===== src/rtl/mts_pkg.sv =====
package mts_pkg;

    typedef enum logic {
        POL_FINE   = 1'b0,
        POL_COARSE = 1'b1
    } policy_e;

endpackage


===== src/rtl/mts_rr_pick.sv =====
module mts_rr_pick #(
    parameter int N  = 4,
    parameter int IW = $clog2(N)
) (
    input  logic [N-1:0]  req,
    input  logic [IW-1:0] start,
    output logic          found,
    output logic [IW-1:0] idx
);

    logic [IW:0] pos;

    // Scan from the farthest candidate back to start so the nearest one wins.
    always_comb begin
        found = 1'b0;
        idx   = start;
        pos   = '0;
        for (int k = N - 1; k >= 0; k--) begin
            pos = {1'b0, start} + (IW+1)'(k);
            if (pos >= (IW+1)'(N)) begin
                pos = pos - (IW+1)'(N);
            end
            if (req[pos[IW-1:0]]) begin
                found = 1'b1;
                idx   = pos[IW-1:0];
            end
        end
    end

endmodule


===== src/rtl/mts_pc_bank.sv =====
module mts_pc_bank #(
    parameter int          N          = 4,
    parameter int          PC_W       = 32,
    parameter int          STEP       = 4,
    parameter logic [31:0] STRIDE     = 32'h1000,
    parameter int          IW         = $clog2(N)
) (
    input  logic            clk,
    input  logic            rst_n,
    input  logic            adv_en,
    input  logic [IW-1:0]   adv_tid,
    input  logic            ld_en,
    input  logic [IW-1:0]   ld_tid,
    input  logic [PC_W-1:0] ld_val,
    input  logic [IW-1:0]   rd_tid,
    output logic [PC_W-1:0] rd_pc
);

    logic [PC_W-1:0] pc_d [N];
    logic [PC_W-1:0] pc_q [N];

    always_comb begin
        for (int i = 0; i < N; i++) begin
            pc_d[i] = pc_q[i];
            if (ld_en && (ld_tid == IW'(i))) begin
                pc_d[i] = ld_val;
            end else if (adv_en && (adv_tid == IW'(i))) begin
                pc_d[i] = pc_q[i] + PC_W'(STEP);
            end
        end
    end

    always_ff @(posedge clk) begin
        for (int i = 0; i < N; i++) begin
            if (!rst_n) begin
                pc_q[i] <= PC_W'(i) * PC_W'(STRIDE);
            end else begin
                pc_q[i] <= pc_d[i];
            end
        end
    end

    assign rd_pc = pc_q[rd_tid];

    generate
        for (genvar g = 0; g < N; g++) begin : g_chk
            // an untouched thread keeps its program counter
            p_pc_hold_r8: assert property (@(posedge clk) disable iff (!rst_n)
                (!(adv_en && adv_tid == IW'(g)) && !(ld_en && ld_tid == IW'(g)))
                |=> $stable(pc_q[g]));
            // a load wins over a step
            p_pc_load_r9: assert property (@(posedge clk) disable iff (!rst_n)
                (ld_en && ld_tid == IW'(g)) |=> (pc_q[g] == $past(ld_val)));
        end
    endgenerate

endmodule


===== src/rtl/mt_thread_sel.sv =====
module mt_thread_sel
    import mts_pkg::*;
#(
    parameter int          NUM_THREADS  = 4,
    parameter int          PC_W         = 32,
    parameter int          INSN_BYTES   = 4,
    parameter int          REFILL_CYC   = 3,
    parameter logic [31:0] RESET_STRIDE = 32'h1000,
    parameter int          TID_W        = $clog2(NUM_THREADS)
) (
    input  logic                   clk,
    input  logic                   rst_n,
    input  logic                   mode_coarse,
    input  logic [NUM_THREADS-1:0] thr_ready,
    input  logic                   long_stall,
    input  logic                   redir_en,
    input  logic [TID_W-1:0]       redir_tid,
    input  logic [PC_W-1:0]        redir_pc,
    output logic [TID_W-1:0]       sel_tid,
    output logic                   sel_valid,
    output logic [PC_W-1:0]        sel_pc,
    output logic                   flush_req,
    output logic                   hold_commit
);

    localparam int RCW = $clog2(REFILL_CYC + 2);
    localparam logic [TID_W-1:0] LAST_TID = TID_W'(NUM_THREADS - 1);

    typedef struct packed {
        logic [TID_W-1:0] ptr;
        logic [TID_W-1:0] cur;
        policy_e          pol;
        logic             flush;
        logic [RCW-1:0]   refill;
    } sel_state_t;

    sel_state_t st_d, st_q;

    function automatic logic [TID_W-1:0] tid_next(input logic [TID_W-1:0] t);
        return (t == LAST_TID) ? '0 : t + 1'b1;
    endfunction

    policy_e pol_in;
    logic    mode_chg;
    assign pol_in   = mode_coarse ? POL_COARSE : POL_FINE;
    assign mode_chg = (pol_in != st_q.pol);

    // Fine-mode candidate: scan from the rotating pointer.
    logic             fine_found;
    logic [TID_W-1:0] fine_idx;
    mts_rr_pick #(.N(NUM_THREADS), .IW(TID_W)) u_fine_pick (
        .req   (thr_ready),
        .start (st_q.ptr),
        .found (fine_found),
        .idx   (fine_idx)
    );

    // Coarse-mode successor: any ready thread other than the current one.
    logic [NUM_THREADS-1:0] other_req;
    logic                   alt_found;
    logic [TID_W-1:0]       alt_idx;
    always_comb begin
        other_req = thr_ready;
        other_req[st_q.cur] = 1'b0;
    end
    mts_rr_pick #(.N(NUM_THREADS), .IW(TID_W)) u_alt_pick (
        .req   (other_req),
        .start (tid_next(st_q.cur)),
        .found (alt_found),
        .idx   (alt_idx)
    );

    always_comb begin
        st_d       = st_q;
        st_d.pol   = pol_in;
        st_d.flush = 1'b0;
        if (st_q.refill != '0) begin
            st_d.refill = st_q.refill - 1'b1;
        end
        if (mode_chg) begin
            st_d.ptr    = '0;
            st_d.cur    = '0;
            st_d.refill = '0;
        end else if (pol_in == POL_FINE) begin
            if (fine_found) begin
                st_d.ptr = tid_next(fine_idx);
            end
        end else if (long_stall && alt_found) begin
            st_d.cur    = alt_idx;
            st_d.flush  = 1'b1;
            st_d.refill = RCW'(REFILL_CYC);
        end
    end

    always_ff @(posedge clk) begin
        if (!rst_n) begin
            st_q <= '{ptr: '0, cur: '0, pol: POL_FINE, flush: 1'b0, refill: '0};
        end else begin
            st_q <= st_d;
        end
    end

    assign sel_tid     = (pol_in == POL_COARSE) ? st_q.cur : fine_idx;
    assign sel_valid   = (pol_in == POL_COARSE) ? thr_ready[st_q.cur] : fine_found;
    assign flush_req   = st_q.flush;
    assign hold_commit = (st_q.refill != '0);

    mts_pc_bank #(
        .N      (NUM_THREADS),
        .PC_W   (PC_W),
        .STEP   (INSN_BYTES),
        .STRIDE (RESET_STRIDE),
        .IW     (TID_W)
    ) u_pcs (
        .clk     (clk),
        .rst_n   (rst_n),
        .adv_en  (sel_valid),
        .adv_tid (sel_tid),
        .ld_en   (redir_en),
        .ld_tid  (redir_tid),
        .ld_val  (redir_pc),
        .rd_tid  (sel_tid),
        .rd_pc   (sel_pc)
    );

    // a stalled thread is never granted in fine mode
    p_fine_ready_r2: assert property (@(posedge clk) disable iff (!rst_n)
        (!mode_coarse && sel_valid) |-> thr_ready[sel_tid]);

    // nothing ready means no grant
    p_idle_novalid_r3: assert property (@(posedge clk) disable iff (!rst_n)
        (!mode_coarse && thr_ready == '0) |-> !sel_valid);

    // coarse thread is steady unless a switch was just taken
    p_coarse_stay_r4: assert property (@(posedge clk) disable iff (!rst_n)
        (mode_coarse && st_q.pol == POL_COARSE && $past(st_q.pol) == POL_COARSE && !flush_req)
        |-> $stable(sel_tid));

    // a flush follows a long stall in coarse mode and lands on a new thread
    p_flush_cause_r5: assert property (@(posedge clk) disable iff (!rst_n)
        flush_req |-> ($past(long_stall) && $past(mode_coarse) && sel_tid != $past(sel_tid)));

    // fine mode never asks for a flush
    p_fine_noflush_r12: assert property (@(posedge clk) disable iff (!rst_n)
        (!$past(mode_coarse) && !mode_coarse) |-> !flush_req);

    generate
        if (REFILL_CYC > 0) begin : g_hold_chk
            // the refill window opens together with the flush pulse
            p_hold_with_flush_r6: assert property (@(posedge clk) disable iff (!rst_n)
                flush_req |-> hold_commit);
        end
    endgenerate

endmodule


===== config.mk =====
export PLATFORM = sky130hd
export DESIGN_NAME = mt_thread_sel
export DESIGN_NICKNAME = d
export VERILOG_FILES = /design/src/rtl/mts_pkg.sv /design/src/rtl/mts_rr_pick.sv /design/src/rtl/mts_pc_bank.sv /design/src/rtl/mt_thread_sel.sv
export SDC_FILE = /design/constraint.sdc
export NUM_CORES = 1
export LEC_CHECK = 0
export BUFFER_PORTS_ARGS = -buffer_cell sky130_fd_sc_hd__buf_2
export CORE_MARGIN = 1
export CORE_UTILIZATION = 67
export CTS_BUF_LIST = sky130_fd_sc_hd__clkbuf_8
export CTS_CLUSTER_DIAMETER = 60
export DETAILED_ROUTE_END_ITERATION = 12
export HOLD_SLACK_MARGIN = 0.02
export PLACE_DENSITY_LB_ADDON = 0.12
export SYNTH_ARGS = -nofsm -noshare
export SYNTH_HDL_FRONTEND = slang
export SYNTH_SLANG_ARGS = --single-unit

===== constraint.sdc =====
create_clock -name clk -period 8.85 [get_ports clk]
set_input_delay 1.77 -clock clk [delete_from_list [all_inputs] [get_ports clk]]
set_output_delay 1.77 -clock clk [all_outputs]
set_load 0.05 [all_outputs]

**After elaboration in Yosys (flattened, before gate mapping)**

Memory sizes are Yosys's and may differ from the RTL's.
Cells that the tools add are included.

- Register bits: 9
- Memory bits (writable): 128
- Bits of input ports: 43
- Output and inout port bits: 37
- Word-level logic and storage cells: 145
- Memories kept: 1

Memories:

| memory | words | width | rd ports | clocked after memory_dff | write ports | RTL line | RTL |
|---|---|---|---|---|---|---|---|
| u_pcs.pc_q | 4 | 32 | 5 | 0 | 4 | mts_pc_bank.sv:20 | `logic [PC_W-1:0] pc_q [N];` |

- Add/sub/neg operators: 21
- $lt $le $gt $ge: 18
- Eq/ne operators: 9
- Muxes and demuxes: 66
- Bitwise logic cells: 8
- Reduce and logical (&&, ||, !) cells: 17

Operators with widths:

| kind | number |
|---|---|
| $mux W32 | 12 |
| $add A32 B3 Y32 const B | 4 |
| $mux W2 | 19 |
| $lt A2 B3 Y1 const B | 9 |
| $mux W1 | 22 |
| $bmux W1 S2 | 9 |
| $ge A3 B3 Y1 const B | 6 |
| $sub A2 B1 Y2 const B | 8 |
| $add A2 B2 Y3 const B | 4 |
| $eq A2 B2 Y1 const B | 6 |
| $logic_and A1 B1 Y1 | 10 |
| $add A2 B1 Y3 const B | 2 |
| $ge A2 B3 Y1 const B | 2 |
| $mux W3 | 2 |
| $add A2 B1 Y2 const B | 2 |
| $and A4 B4 Y4 | 1 |
| $eq A2 B1 Y1 const B | 2 |
| $logic_not A2 Y1 | 2 |
| $mux W4 | 1 |
| $not A4 Y4 | 1 |
| $or A1 B1 Y1 | 4 |
| $reduce_and A2 Y1 | 2 |
| $reduce_bool A3 Y1 | 1 |
| $reduce_or A3 Y1 | 1 |
| other kinds (6) | 7 |

**Logic depth before layout (Yosys ltp)**

Gate-level depths: netlist (run 1).

- Word-level depth: 15
- Gate-level depth with buffers: 10
- Mapped depth without buffers: 8

**Modules after synthesis**

Synthesis (run 1) repeated with hierarchy kept, for this count alone.

- Cell total of the unflattened synthesis: 941
- Area total of the unflattened synthesis: 8111.5 um^2

Modules (own cells, without submodules):

| module | instances | cells an instance | area each (um^2) | seq. area each (um^2) |
|---|---|---|---|---|
| mts_pc_bank | 1 | 852 | 7382.1 | 2562.5 |
| mt_thread_sel | 1 | 57 | 529.3 | 180.2 |
| mts_rr_pick | 2 | 16 | 100.1 | 0.0 |

**Least setup slack after synthesis (run 1)**

Ideal clock, no wire load.

- Path kind: in2out
- Start: in thr_ready[0]
- End: out sel_pc[22]
- Data arrival time: 4.255 ns
- Data required time: 7.080 ns
- Path slack: 2.825 ns
- Stages on the path: 8
- Buffers on the path: 3
- Path through: clkbuf_2 -> nor2b_1 -> o21a_1 -> or3_1 -> o21ai_1 -> clkbuf_1 -> buf_1 -> a21oi_1

- Word-level cells in the longest chain between the ends: 8
- Elaborated cells between the ends (all ways): 14
- Those cells by class: 13 x mux; 1 x memory

RTL lines:

| element | RTL line | RTL |
|---|---|---|
| start: declaration | mt_thread_sel.sv:14 | `input logic [NUM_THREADS-1:0] thr_ready,` |
| $bmux W1 S2 | mts_rr_pick.sv:23 | `if (req[pos[IW-1:0]]) begin` |
| $mux W1 (implied by the code) | mts_rr_pick.sv:23 |  |
| $mux W2 (3 in series) | mts_rr_pick.sv:23 |  |
| $mux W2 * | mts_rr_pick.sv:23 |  |
| $mux W2 * | mt_thread_sel.sv:103 | `assign sel_tid = (pol_in == POL_COARSE) ? st_q.cur : fine_idx;` |
| net sel_tid[0] | mt_thread_sel.sv:19 | `output logic [TID_W-1:0] sel_tid,` |
| $mem_v2 Z4 W32 * | n/a |  |
| end: declaration | mt_thread_sel.sv:21 | `output logic [PC_W-1:0] sel_pc,` |

Mark *: on every way through the listed nets, which the timed path passes. The rest lies on a longest branch. The select of a mux whose other input is x is not followed.

**Worst setup path in the final report (run 1)**

- Start: in thr_ready[3]
- End: out sel_pc[14]

- Word-level cells in the longest chain between the ends: 8
- Elaborated cells between the ends (all ways): 14
- Those cells by class: 13 x mux; 1 x memory

RTL lines:

| element | RTL line |
|---|---|
| $bmux W1 S2 | mts_rr_pick.sv:23 |
| $mux W1 (implied by the code) | mts_rr_pick.sv:23 |
| $mux W2 (3 in series) | mts_rr_pick.sv:23 |
| $mux W2 * | mts_rr_pick.sv:23 |
| $mux W2 * | mt_thread_sel.sv:103 |
| $mem_v2 Z4 W32 * | n/a |

Every way passes the cells marked *; elsewhere a longest branch is shown, timed or not. The select of a mux whose other input is x is not followed.

==> results of run 1 <==
## power groups by stage
stage / clock [mW] / sequential [mW] / combinational [mW]
floorplan: 0 / 0.691 / 0.269
global placement: 0 / 0.705 / 0.345
detailed placement: 0 / 0.705 / 0.351
CTS: 0.606 / 0.691 / 0.353
global route: 0.634 / 0.698 / 0.382
finish: 0.606 / 0.695 / 0.358
## area by class of cell
cell class              instances  area [µm²]
fillers                      1098        3321
clock buffers                  17       234.0
clock inverters                15       224.0
inverters                      26       97.59
repair buffers                 92       493.0
flip-flops and latches        137        2743
multi-input cells             964        5963
well taps                     176       220.2
## state kept, by name, summed over array words and instances (netlist names)
signal	cells
flush_req	1
st_q	8
u_pcs.pc_q	128
## how the worst max path moves through the flow
stage          cells past startpoint    endpoint  slack [ns]    startpoint
2_1_floorplan                      8  sel_pc[22]        2.83  thr_ready[0]
3_3_place_gp                       9   sel_pc[8]        2.78  thr_ready[2]
3_5_place_dp                       9  sel_pc[14]        2.73  thr_ready[3]
4_1_cts                            9  sel_pc[14]        2.72  thr_ready[3]
5_1_grt                            9  sel_pc[14]        2.47  thr_ready[3]
6_report                           9  sel_pc[14]        2.64  thr_ready[3]
## per-stage QoR
stage | std cells | cell area, µm² | utilization [%]
after floorplan | 1230 | 9176 | -
after global placement | 1395 | 9517 | 71.58
after detailed placement | 1395 | 9517 | 71.58
after CTS | 1427 | 9975 | 75.02
after global routing | 1427 | 9975 | 75.02
final | 1427 | 9975 | 75.02
## cell families (layout without fill, tap and decap cells)
kind of cell | Yosys count | count (layout) | synth area share [%]
mux | 30 | 30 | 3.409
flops | 137 | 137 | 29.89
buf+inv | 129 | 150 | 5.509
xor+xnor | 29 | 29 | 2.768
fa+ha+maj | 10 | 10 | 1.364
compound gates | 413 | 413 | 28.12
simple gates | 482 | 482 | 28.95
## cell usage after synthesis (7+ instances only)
library cell / count
xnor2_1: 27
nand2b_1: 10
or3_1: 24
a2111oi_0: 13
dfxtp_1: 137
a21o_1: 7
nor2_1: 62
nor3b_1: 13
or4_1: 32
mux2i_1: 29
clkbuf_1: 76
nand2_1: 93
a21oi_1: 87
a211oi_1: 70
a31oi_1: 43
nor2b_1: 25
o31ai_1: 31
inv_1: 25
buf_2: 16
ha_1: 10
nand4_1: 32
o21ai_0: 121
and3_1: 20
nor4_1: 16
and4_1: 22
buf_1: 10
and2_1: 13
nand3_1: 64
nor3_1: 40
## worst max-delay path: stages
cell and delay, ns:
buf_2 0.28, nor2b_1 0.09, o21a_1 0.21, or3_1 0.45, o21ai_4 0.48, buf_4 0.47, a211oi_1 0.09, a21oi_1 0.26
buf_2 0.32
## per-layer routing
metal	GRT usage, %	share of wire [%]	up-vias
met5	0	0	-
met4	14.08	2.8	0
met3	7.280	12	85
met2	59.23	44	653
met1	57.39	42	4700
li1	-	-	4701
==> results.py, run 1 <==
metrics = {
    "power": {
        "p_per_area_mw_per_mm2": 166.3,
        "power_switching_share_pct": 34.32,
        "power_frac_clock_pct": 36.5,
        "power.internal_mw": 1.090,
        "switching_power_mw": 0.5694,
        "power.total_mw": 1.659,
        "comb_power_share_pct": 21.6,
        "ir_drop_uv": 123.2,
        "seqPwrFrac_pct": 41.9,
        "power.leakage_nw": 3.327,
    },
    "floorplan": {
        "pin_count": 80,
        "die_area_mm2": 0.01417,
        "std_cell_rows": 42,
        "chipWidth_um": 119.0,
        "core_area_mm2": 0.01330,
        "dieHeight_um": 119.0,
        "start_util_pct": 69.02,
    },
    "sta": {
        "setup_tns_ns": 0,
        "fmax_mhz": 161.1,
        "worstMarginPinSlew_ns": 1.275,
        "rsz0062_at_grt": "false",
        "hold_violations": 0,
        "fin_crit_sh_pct": 70.16,
        "setup_viol_count_final": 0,
        "fin_skew_ns": 0.01154,
        "period_minus_slack_ns": 6.209,
        "slew_viol_final": 0,
        "whs_ns": 0.4602,
        "slew_headroom_pct": 14.99,
        "setup_ws_ns": 2.641,
    },
    "min_path": {
        "hp-class": "flop to flop",
        "min_from": "u_pcs.pc_q[1][1]",
        "hold_depth": 2,
        "min_to": "u_pcs.pc_q[1][1]",
    },
    "clock_tree": {
        "root_buffer": "clkbuf_8",
        "cts_resized": 0,
        "clock-sinks": 137,
        "numCtsBuffers": 17,
        "htreeDepth": 4,
        "cts_tree": "done",
        "post_cts_buffers": 0,
        "hold_buffers": 0,
        "cts_buffer_depth": 2,
        "clk_latency_ns": 0.47,
        "clk_pin_slew_ns": 0.09,
    },
    "grt": {
        "grt-ovfl-total": 0,
        "grtUsageTotal_pct": 39.88,
        "grt_first_pass_wirelength_um": 44740,
        "grt_pass1_vias": 8400,
        "antenna_found_initial": 0,
        "grt_max_degree": 78,
    },
    "routing": {
        "routed_via_density": 7.105,
        "firstDrtPassIters": 6,
        "wl_per_cell_um": 20.14,
        "drc": 0,
        "drt_iter0_markers": 1419,
        "num_vias": 10140,
        "antenna_left": 0,
        "wl_um": 28740,
    },
    "logic_synthesis": {
        "synth-edff-count": 0,
        "synth_seq_cells": 137,
        "yosys-top-cells-area": "dfxtp_1 30%, o21ai_0 6.6%, a211oi_1 5.7%, a21oi_1 4.7%, nand2_1 3.8%",
        "synth-main-ff-cell": "dfxtp_1",
        "synth_nets": 1283,
        "yosysTopAreaCellShare_pct": 29.89,
        "netlist_area_mm2": 0.009176,
        "synth.avg_cell_area_um2": 7.460,
        "synth.distinct_cells": 61,
        "yosys.area.top_type": "dfxtp_1",
        "seq_area_frac_synth_pct": 29.89,
        "synthCells": 1230,
        "yosys_warnings": 0,
        "async_flop_share_pct": 0,
    },
    "critical_path": {
        "required_ns": 7.08,
        "crit_type": "input pin to output pin",
        "reg2reg_slack_ns": 5.72,
        "reg2reg_depth": 6,
        "arrival_ns": 4.44,
        "timing.rr.end": "u_pcs.pc_q[2][23]",
        "cp-end-kind": "output pin",
        "worst-path-max-fanout": 45,
        "start_kind": "input pin",
        "r2r_start": "st_q[5]",
    },
    "layout": {
        "areaGrowthSynthToFinish_pct": 8.699,
        "n_antenna_cell": 0,
        "mostFrequentLayoutCell": "dfxtp_1",
        "final_layout_size_suffix_gt1_share_pct": 11.27,
        "layout.nets": 1291,
        "mostFrequentLayoutCells": "137 x dfxtp_1, 121 x o21ai_0, 93 x nand2_1",
    },
    "placement": {
        "portBuffers": 79,
        "hpwl_um": 19740,
        "gp_congestion": 0.9679,
        "place_ws_ns": 2.734,
    },
    "run_status": {
        "outcome": "completed",
    },
    "run": {
        "max_cap_viol_count": 0,
    },
}
Power figures use the tool's default switching activity.
==> run 2: changes to the inputs <==
ABC_AREA = 1   (was default)
CORE_UTILIZATION = 57   (was 67)
clock period = 5.1 ns   (was 8.85 ns; I/O delays follow)
==> run 2 against run 1 <==
Die area is 36% higher. Core utilization is 12 points lower. Critical path type unchanged. Flip-flop and latch count stayed put. Design area is 15% higher.
==> results.py, run 2 <==
metrics = {
    "routing": {
        "dr_wl_met2_um": 17140,
        "drt-met1-wl_um": 15480,
        "num_vias": 12430,
        "drt_iter0_markers": 1359,
        "dr.max_layer_used": "met4",
        "wl_um": 38970,
        "antenna_left": 0,
        "drc": 0,
        "firstDrtPassIters": 6,
        "routed_via_density": 6.015,
        "wl_per_cell_um": 18.85,
        "wl_met3_um": 4432,
    },
    "critical_path": {
        "cp-end-kind": "output pin",
        "start_kind": "input pin",
        "critPathTopFamily": "simple AND/OR/NAND/NOR gates",
        "crit_chain": "buf_2 -> inv_2 -> nand2_1 -> nand3_1 -> nand2_1 -> inv_1 -> nand2_1 -> nand2_1 -> nand2_1 -> nand2_1 -> nand3_2 -> nand2_4 -> buf_4 -> nand2_1 -> o211ai_1 -> nand3_1 -> buf_2",
        "worst-path-buf-inv": 5,
        "crit_path_frequent_cell": "nand2_1",
        "required_ns": 4.08,
        "max_stage_delay_ns": 0.48,
        "worst-path-max-fanout": 50,
        "slowest_stage": "buf_4",
        "crit_type": "input pin to output pin",
        "arrival_ns": 3.42,
    },
    "grt": {
        "grt_pass1_vias": 10970,
        "grt_first_pass_wirelength_um": 59990,
        "grt_max_degree": 79,
        "antenna_found_initial": 1,
        "grtUsageTotal_pct": 40.24,
        "grt-ovfl-total": 0,
    },
    "power": {
        "ir_drop_uv": 165.9,
        "p_per_area_mw_per_mm2": 248.8,
        "power.leakage_nw": 4.603,
    },
    "layout": {
        "areaGrowthSynthToFinish_pct": 7.192,
        "fillCellCount": 1829,
        "mostFrequentLayoutCell": "nand2_1",
        "mostFrequentLayoutCells": "513 x nand2_1, 220 x nand3_1, 162 x inv_1",
        "stdcell_count": 2067,
        "final_layout_size_suffix_gt1_share_pct": 9.418,
        "largest_reg_flops": 128,
        "postLayoutCellArea_mm2": 0.01145,
        "largest-register": "u_pcs.pc_q",
        "layout.nets": 1877,
    },
    "logic_synthesis": {
        "synth_simple_gate_area_share_pct": 39.93,
        "yosysTopAreaCellShare_pct": 25.67,
        "muxShareOfSynthArea_pct": 0,
        "yosys_warnings": 0,
        "synth.avg_cell_area_um2": 5.915,
        "synth_most_common_cell": "nand2_1",
        "synth_compound_gate_area_share_pct": 16.76,
        "yosys.area_share.adder_pct": 1.171,
        "yosys.area.top_type": "dfxtp_1",
        "synth_seq_cells": 137,
        "synth_top_family_by_area": "simple AND/OR/NAND/NOR gates",
        "yosys-top-cells-area": "dfxtp_1 26%, nand2_1 18%, nand3_1 10%, o21ai_0 6.5%, a21oi_1 5.9%",
        "synthXorXnorAreaFrac_pct": 5.985,
        "async_flop_share_pct": 0,
        "synthCells": 1806,
        "netlist_top_cells_count": "513 x nand2_1, 220 x nand3_1, 163 x inv_1, 139 x o21ai_0, 137 x dfxtp_1",
        "synth-edff-count": 0,
        "seq_area_frac_synth_pct": 25.67,
        "netlist_area_mm2": 0.01068,
        "synth_nets": 1859,
        "synth.distinct_cells": 46,
        "synth-main-ff-cell": "dfxtp_1",
    },
    "sta": {
        "setup_viol_count_final": 0,
        "slew_viol_final": 0,
        "slew_headroom_pct": 25.07,
        "fmax_mhz": 225.4,
        "hold_violations": 0,
        "period_minus_slack_ns": 4.437,
        "worstMarginPinSlew_ns": 1.121,
        "fin_crit_sh_pct": 87.00,
        "fin_skew_ns": 0.01304,
        "setup_ws_ns": 0.6630,
        "whs_ns": 0.4575,
        "setup_tns_ns": 0,
        "rsz0062_at_grt": "false",
    },
    "placement": {
        "portBuffers": 79,
        "hpwl_um": 29250,
        "gp_congestion": 1.045,
        "place_ws_ns": 0.7053,
        "postPlaceCellArea_mm2": 0.01106,
        "dp_cells": 2034,
    },
    "floorplan": {
        "std_cell_rows": 49,
        "dieHeight_um": 138.9,
        "chipWidth_um": 138.9,
        "pin_count": 80,
        "start_util_pct": 58.87,
        "core_area_mm2": 0.01815,
        "die_area_mm2": 0.01929,
    },
    "clock_tree": {
        "hold_buffers": 0,
        "cts_tree": "done",
        "cts_resized": 0,
        "cts_buffer_depth": 2,
        "clk_latency_ns": 0.48,
        "post_cts_buffers": 0,
        "clock-sinks": 137,
        "numCtsBuffers": 17,
        "root_buffer": "clkbuf_8",
        "clk_pin_slew_ns": 0.08,
        "htreeDepth": 4,
    },
    "run": {
        "max_cap_viol_count": 0,
    },
    "run_status": {
        "outcome": "completed",
    },
    "min_path": {
        "hp-class": "flop to flop",
    },
}
[run 2: changes by cell type after synthesis, moves of 31 or more]
cell	before	now
a211oi_1	70	1
a21oi_1	87	125
a31oi_1	43	3
inv_1	25	163
nand2_1	93	513
nand3_1	64	220
nor2_1	62	128
o31ai_1	31	0
or4_1	32	0
xor2_1	2	47
[run 2: cell families (layout without fill, tap and decap cells)]
kind of cell               count (synthesis)  in the layout
xor gates and xnor gates                  73             73
DFF                                      137            137
buffers and inverters                    273            304
and+or+nand+nor                          980            980
AOI/OAI and AO/OA                        333            333
other                                      0              1
adders and majority gates                 10             10
[run 2: power by group]
group / leakage (nW) / switching (mW) / internal (mW) / total (mW)
Combinational: 3.30 / 0.578 / 0.186 / 0.763
Sequential: 1.11 / 0.0567 / 1.11 / 1.16
Clock: 0.193 / 0.512 / 0.409 / 0.921
[run 2: worst min-delay path, delay by kind of cell (launching register included)]
kind | cells | cell delay (ns)
buffers and inverters | 1 | 0.05
AOI/OAI and AO/OA | 1 | 0.06
DFF | 1 | 0.31
[run 2: metrics by stage]
step                      total power [mW]  util (%)
after floorplan                      1.726         -
after global placement               1.920     60.97
after detailed placement             1.929     60.97
after CTS                            2.824     63.09
after global routing                 2.952     63.09
final                                2.848     63.10
[run 2: cell type report]
type / count / area [µm²] / area share [%]
Clock buffer: 18 / 247.7 / 2.163
Sequential cell: 137 / 2743 / 23.95
Timing Repair Buffer: 95 / 528.0 / 4.611
Antenna cell: 1 / 2.502 / 0.02185
Multi-Input combinational cell: 1396 / 6838 / 59.71
Clock inverter: 14 / 136.4 / 1.191
Tap cell: 229 / 286.5 / 2.502
Inverter: 177 / 669.4 / 5.846
[run 2: routing by layer]
metal / vias up / global-route usage [%]
met5: - / 0
li1: 5985 / -
met1: 5606 / 52.79
met4: 0 / 20.41
met3: 124 / 8.425
met2: 718 / 62.55
[run 2: final timing paths]
check	startpoint	endpoint	slack (ns)	depth (start not counted)
worst max-delay path	thr_ready[3]	sel_pc[17]	0.66	17
worst min-delay path	u_pcs.pc_q[3][0]	u_pcs.pc_q[3][0]	0.46	2
worst max register to register	st_q[7]	u_pcs.pc_q[2][2]	1.19	17
worst min register to register	u_pcs.pc_q[3][0]	u_pcs.pc_q[3][0]	0.46	2
==> run 3: changes to the inputs <==
==> constraint.sdc (replaced) <==
create_clock -name clk -period 5.1 [get_ports clk]
set_input_delay 0.255 -clock clk [delete_from_list [all_inputs] [get_ports clk]]
set_output_delay 0.255 -clock clk [all_outputs]
set_load 0.05 [all_outputs]
==> run 3 against run 2 <==
First-iteration DRC count grew 17%. Non-clock buffer count down 5. Hold slack lost 0.38 ns. Core utilization is 0.37 points lower. Clock-buffer cell count grew 2. Die area is the same. Fmax up 1.6%.
==> results.py, run 3 (same netlist as run 2, synthesis figures left out) <==
metrics = {
    "grt": {
        "busiest_layer": "met2",
        "globalRouteMet1Util_pct": 53.28,
        "grt_pass1_vias": 10940,
        "grt-ovfl-total": 0,
        "grtUsageMet3_pct": 6.077,
        "grt_first_pass_wirelength_um": 59650,
        "grt_max_degree": 79,
        "grtUsageTotal_pct": 39.54,
        "grt_util_met2_pct": 64.54,
        "antenna_found_initial": 0,
    },
    "sta": {
        "setup_tns_ns": 0,
        "setup_ws_ns": 0.7332,
        "fin_skew_ns": 0.01574,
        "setup_viol_count_final": 0,
        "worstMarginPinSlew_ns": 1.286,
        "hold_violations": 0,
        "period_minus_slack_ns": 4.367,
        "slew_headroom_pct": 14.19,
        "slew_viol_final": 0,
        "fmax_mhz": 229.0,
        "rsz0062_at_grt": "false",
        "fin_crit_sh_pct": 85.62,
    },
    "floorplan": {
        "core_area_mm2": 0.01815,
        "std_cell_rows": 49,
        "chipWidth_um": 138.9,
        "die_area_mm2": 0.01929,
        "dieHeight_um": 138.9,
        "start_util_pct": 58.87,
        "pin_count": 80,
    },
    "power": {
        "ir_drop_uv": 164.5,
        "power.leakage_nw": 4.565,
        "comb_power_share_pct": 27.2,
        "power_switching_share_pct": 39.57,
        "switching_power_mw": 1.117,
        "seqPwrFrac_pct": 41.1,
        "p_per_area_mw_per_mm2": 248.1,
        "power.internal_mw": 1.706,
        "power_frac_clock_pct": 31.7,
    },
    "layout": {
        "largest_reg_flops": 128,
        "final_layout_size_suffix_gt1_share_pct": 9.071,
        "mostFrequentLayoutCell": "nand2_1",
        "layout.nets": 1872,
        "largest-register": "u_pcs.pc_q",
        "areaGrowthSynthToFinish_pct": 6.559,
        "n_antenna_cell": 0,
        "mostFrequentLayoutCells": "513 x nand2_1, 220 x nand3_1, 162 x inv_1",
    },
    "min_path": {
        "hp-class": "input pin to flop",
        "min_from": "mode_coarse",
        "min_to": "st_q[4]",
        "hold_depth": 3,
    },
    "routing": {
        "wl_per_cell_um": 18.60,
        "drt_iter0_markers": 1591,
        "num_vias": 12340,
        "antenna_left": 0,
        "wl_um": 38300,
        "firstDrtPassIters": 8,
        "drc": 0,
        "routed_via_density": 5.995,
    },
    "critical_path": {
        "cp-end-kind": "output pin",
        "worst-path-max-fanout": 71,
        "crit_type": "flop to output pin",
        "reg2reg_slack_ns": 1.56,
        "arrival_ns": 4.11,
        "r2r_start": "st_q[7]",
        "start_kind": "flop",
        "required_ns": 4.85,
        "reg2reg_depth": 14,
        "timing.rr.end": "u_pcs.pc_q[3][25]",
    },
    "clock_tree": {
        "clock-sinks": 137,
        "cts_resized": 0,
        "clk_pin_slew_ns": 0.09,
        "clk_latency_ns": 0.46,
        "hold_buffers": 0,
        "post_cts_buffers": 0,
        "cts_buffer_depth": 2,
        "numCtsBuffers": 17,
        "root_buffer": "clkbuf_8",
        "cts_tree": "done",
        "htreeDepth": 4,
    },
    "run_status": {
        "outcome": "completed",
    },
    "placement": {
        "place_ws_ns": 1.350,
        "portBuffers": 79,
        "gp_congestion": 1.023,
        "hpwl_um": 27980,
    },
    "run": {
        "max_cap_viol_count": 0,
    },
}
run 3: metal layers:
metal  part of all wire [%]  vias up
li1                       -     5967
met1                     41     5630
met2                     46      669
met3                     11       77
met4                    2.6        0
met5                      0        -
run 3: area by class of cell:
type                            count  area, µm²
Multi-Input combinational cell   1396       6838
Fill cell                        1840       6764
Sequential cell                   137       2743
Inverter                          177      669.4
Timing Repair Buffer               90      478.0
Tap cell                          229      286.5
Clock buffer                       20      275.3
Clock inverter                     10      93.84
run 3: critical path, stage by stage, from the launching register on:
cell and delay, ns:
dfxtp_1 0.55, inv_4 0.09, nand2_1 0.08, nand2_1 0.09
nand2_1 0.10, nand2_1 0.06, nand2_1 0.06, nand2_1 0.06
nand2_1 0.06, nand2_1 0.09, nand3_2 0.17, nand2_4 0.39
nor2_2 1.13, nand2_1 0.13, o211ai_1 0.23, buf_2 0.34
run 3: how the worst max path moves through the flow:
stage,from,depth (start not counted),endpoint
after floorplan,st_q[7],15,sel_pc[0]
after global placement,st_q[7],15,sel_pc[11]
after detailed placement,st_q[7],13,sel_pc[11]
after CTS,st_q[7],15,sel_pc[11]
after global routing,st_q[7],15,sel_pc[11]
final,st_q[7],15,sel_pc[13]
run 3: metrics by stage:
stage	cell area [µm²]	cells	util, %	power [mW]	hold slack (ns)
after floorplan	10680	1806	-	1.726	0.3485
after global placement	11010	2029	60.69	1.923	0.4408
after detailed placement	11010	2029	60.69	1.928	0.4568
after global routing	11380	2059	62.73	2.928	0.06822
final	11380	2059	62.73	2.824	0.07951
after CTS	11380	2059	62.73	2.803	0.06926
run 3: power by group through the flow:
| stage | Clock, mW | Combinational, mW | Sequential, mW |
|---|---|---|---|
| floorplan | 0 | 0.562 | 1.16 |
| global placement | 0 | 0.741 | 1.18 |
| detailed placement | 0 | 0.746 | 1.18 |
| CTS | 0.894 | 0.751 | 1.16 |
| global route | 0.941 | 0.822 | 1.17 |
| finish | 0.896 | 0.767 | 1.16 |
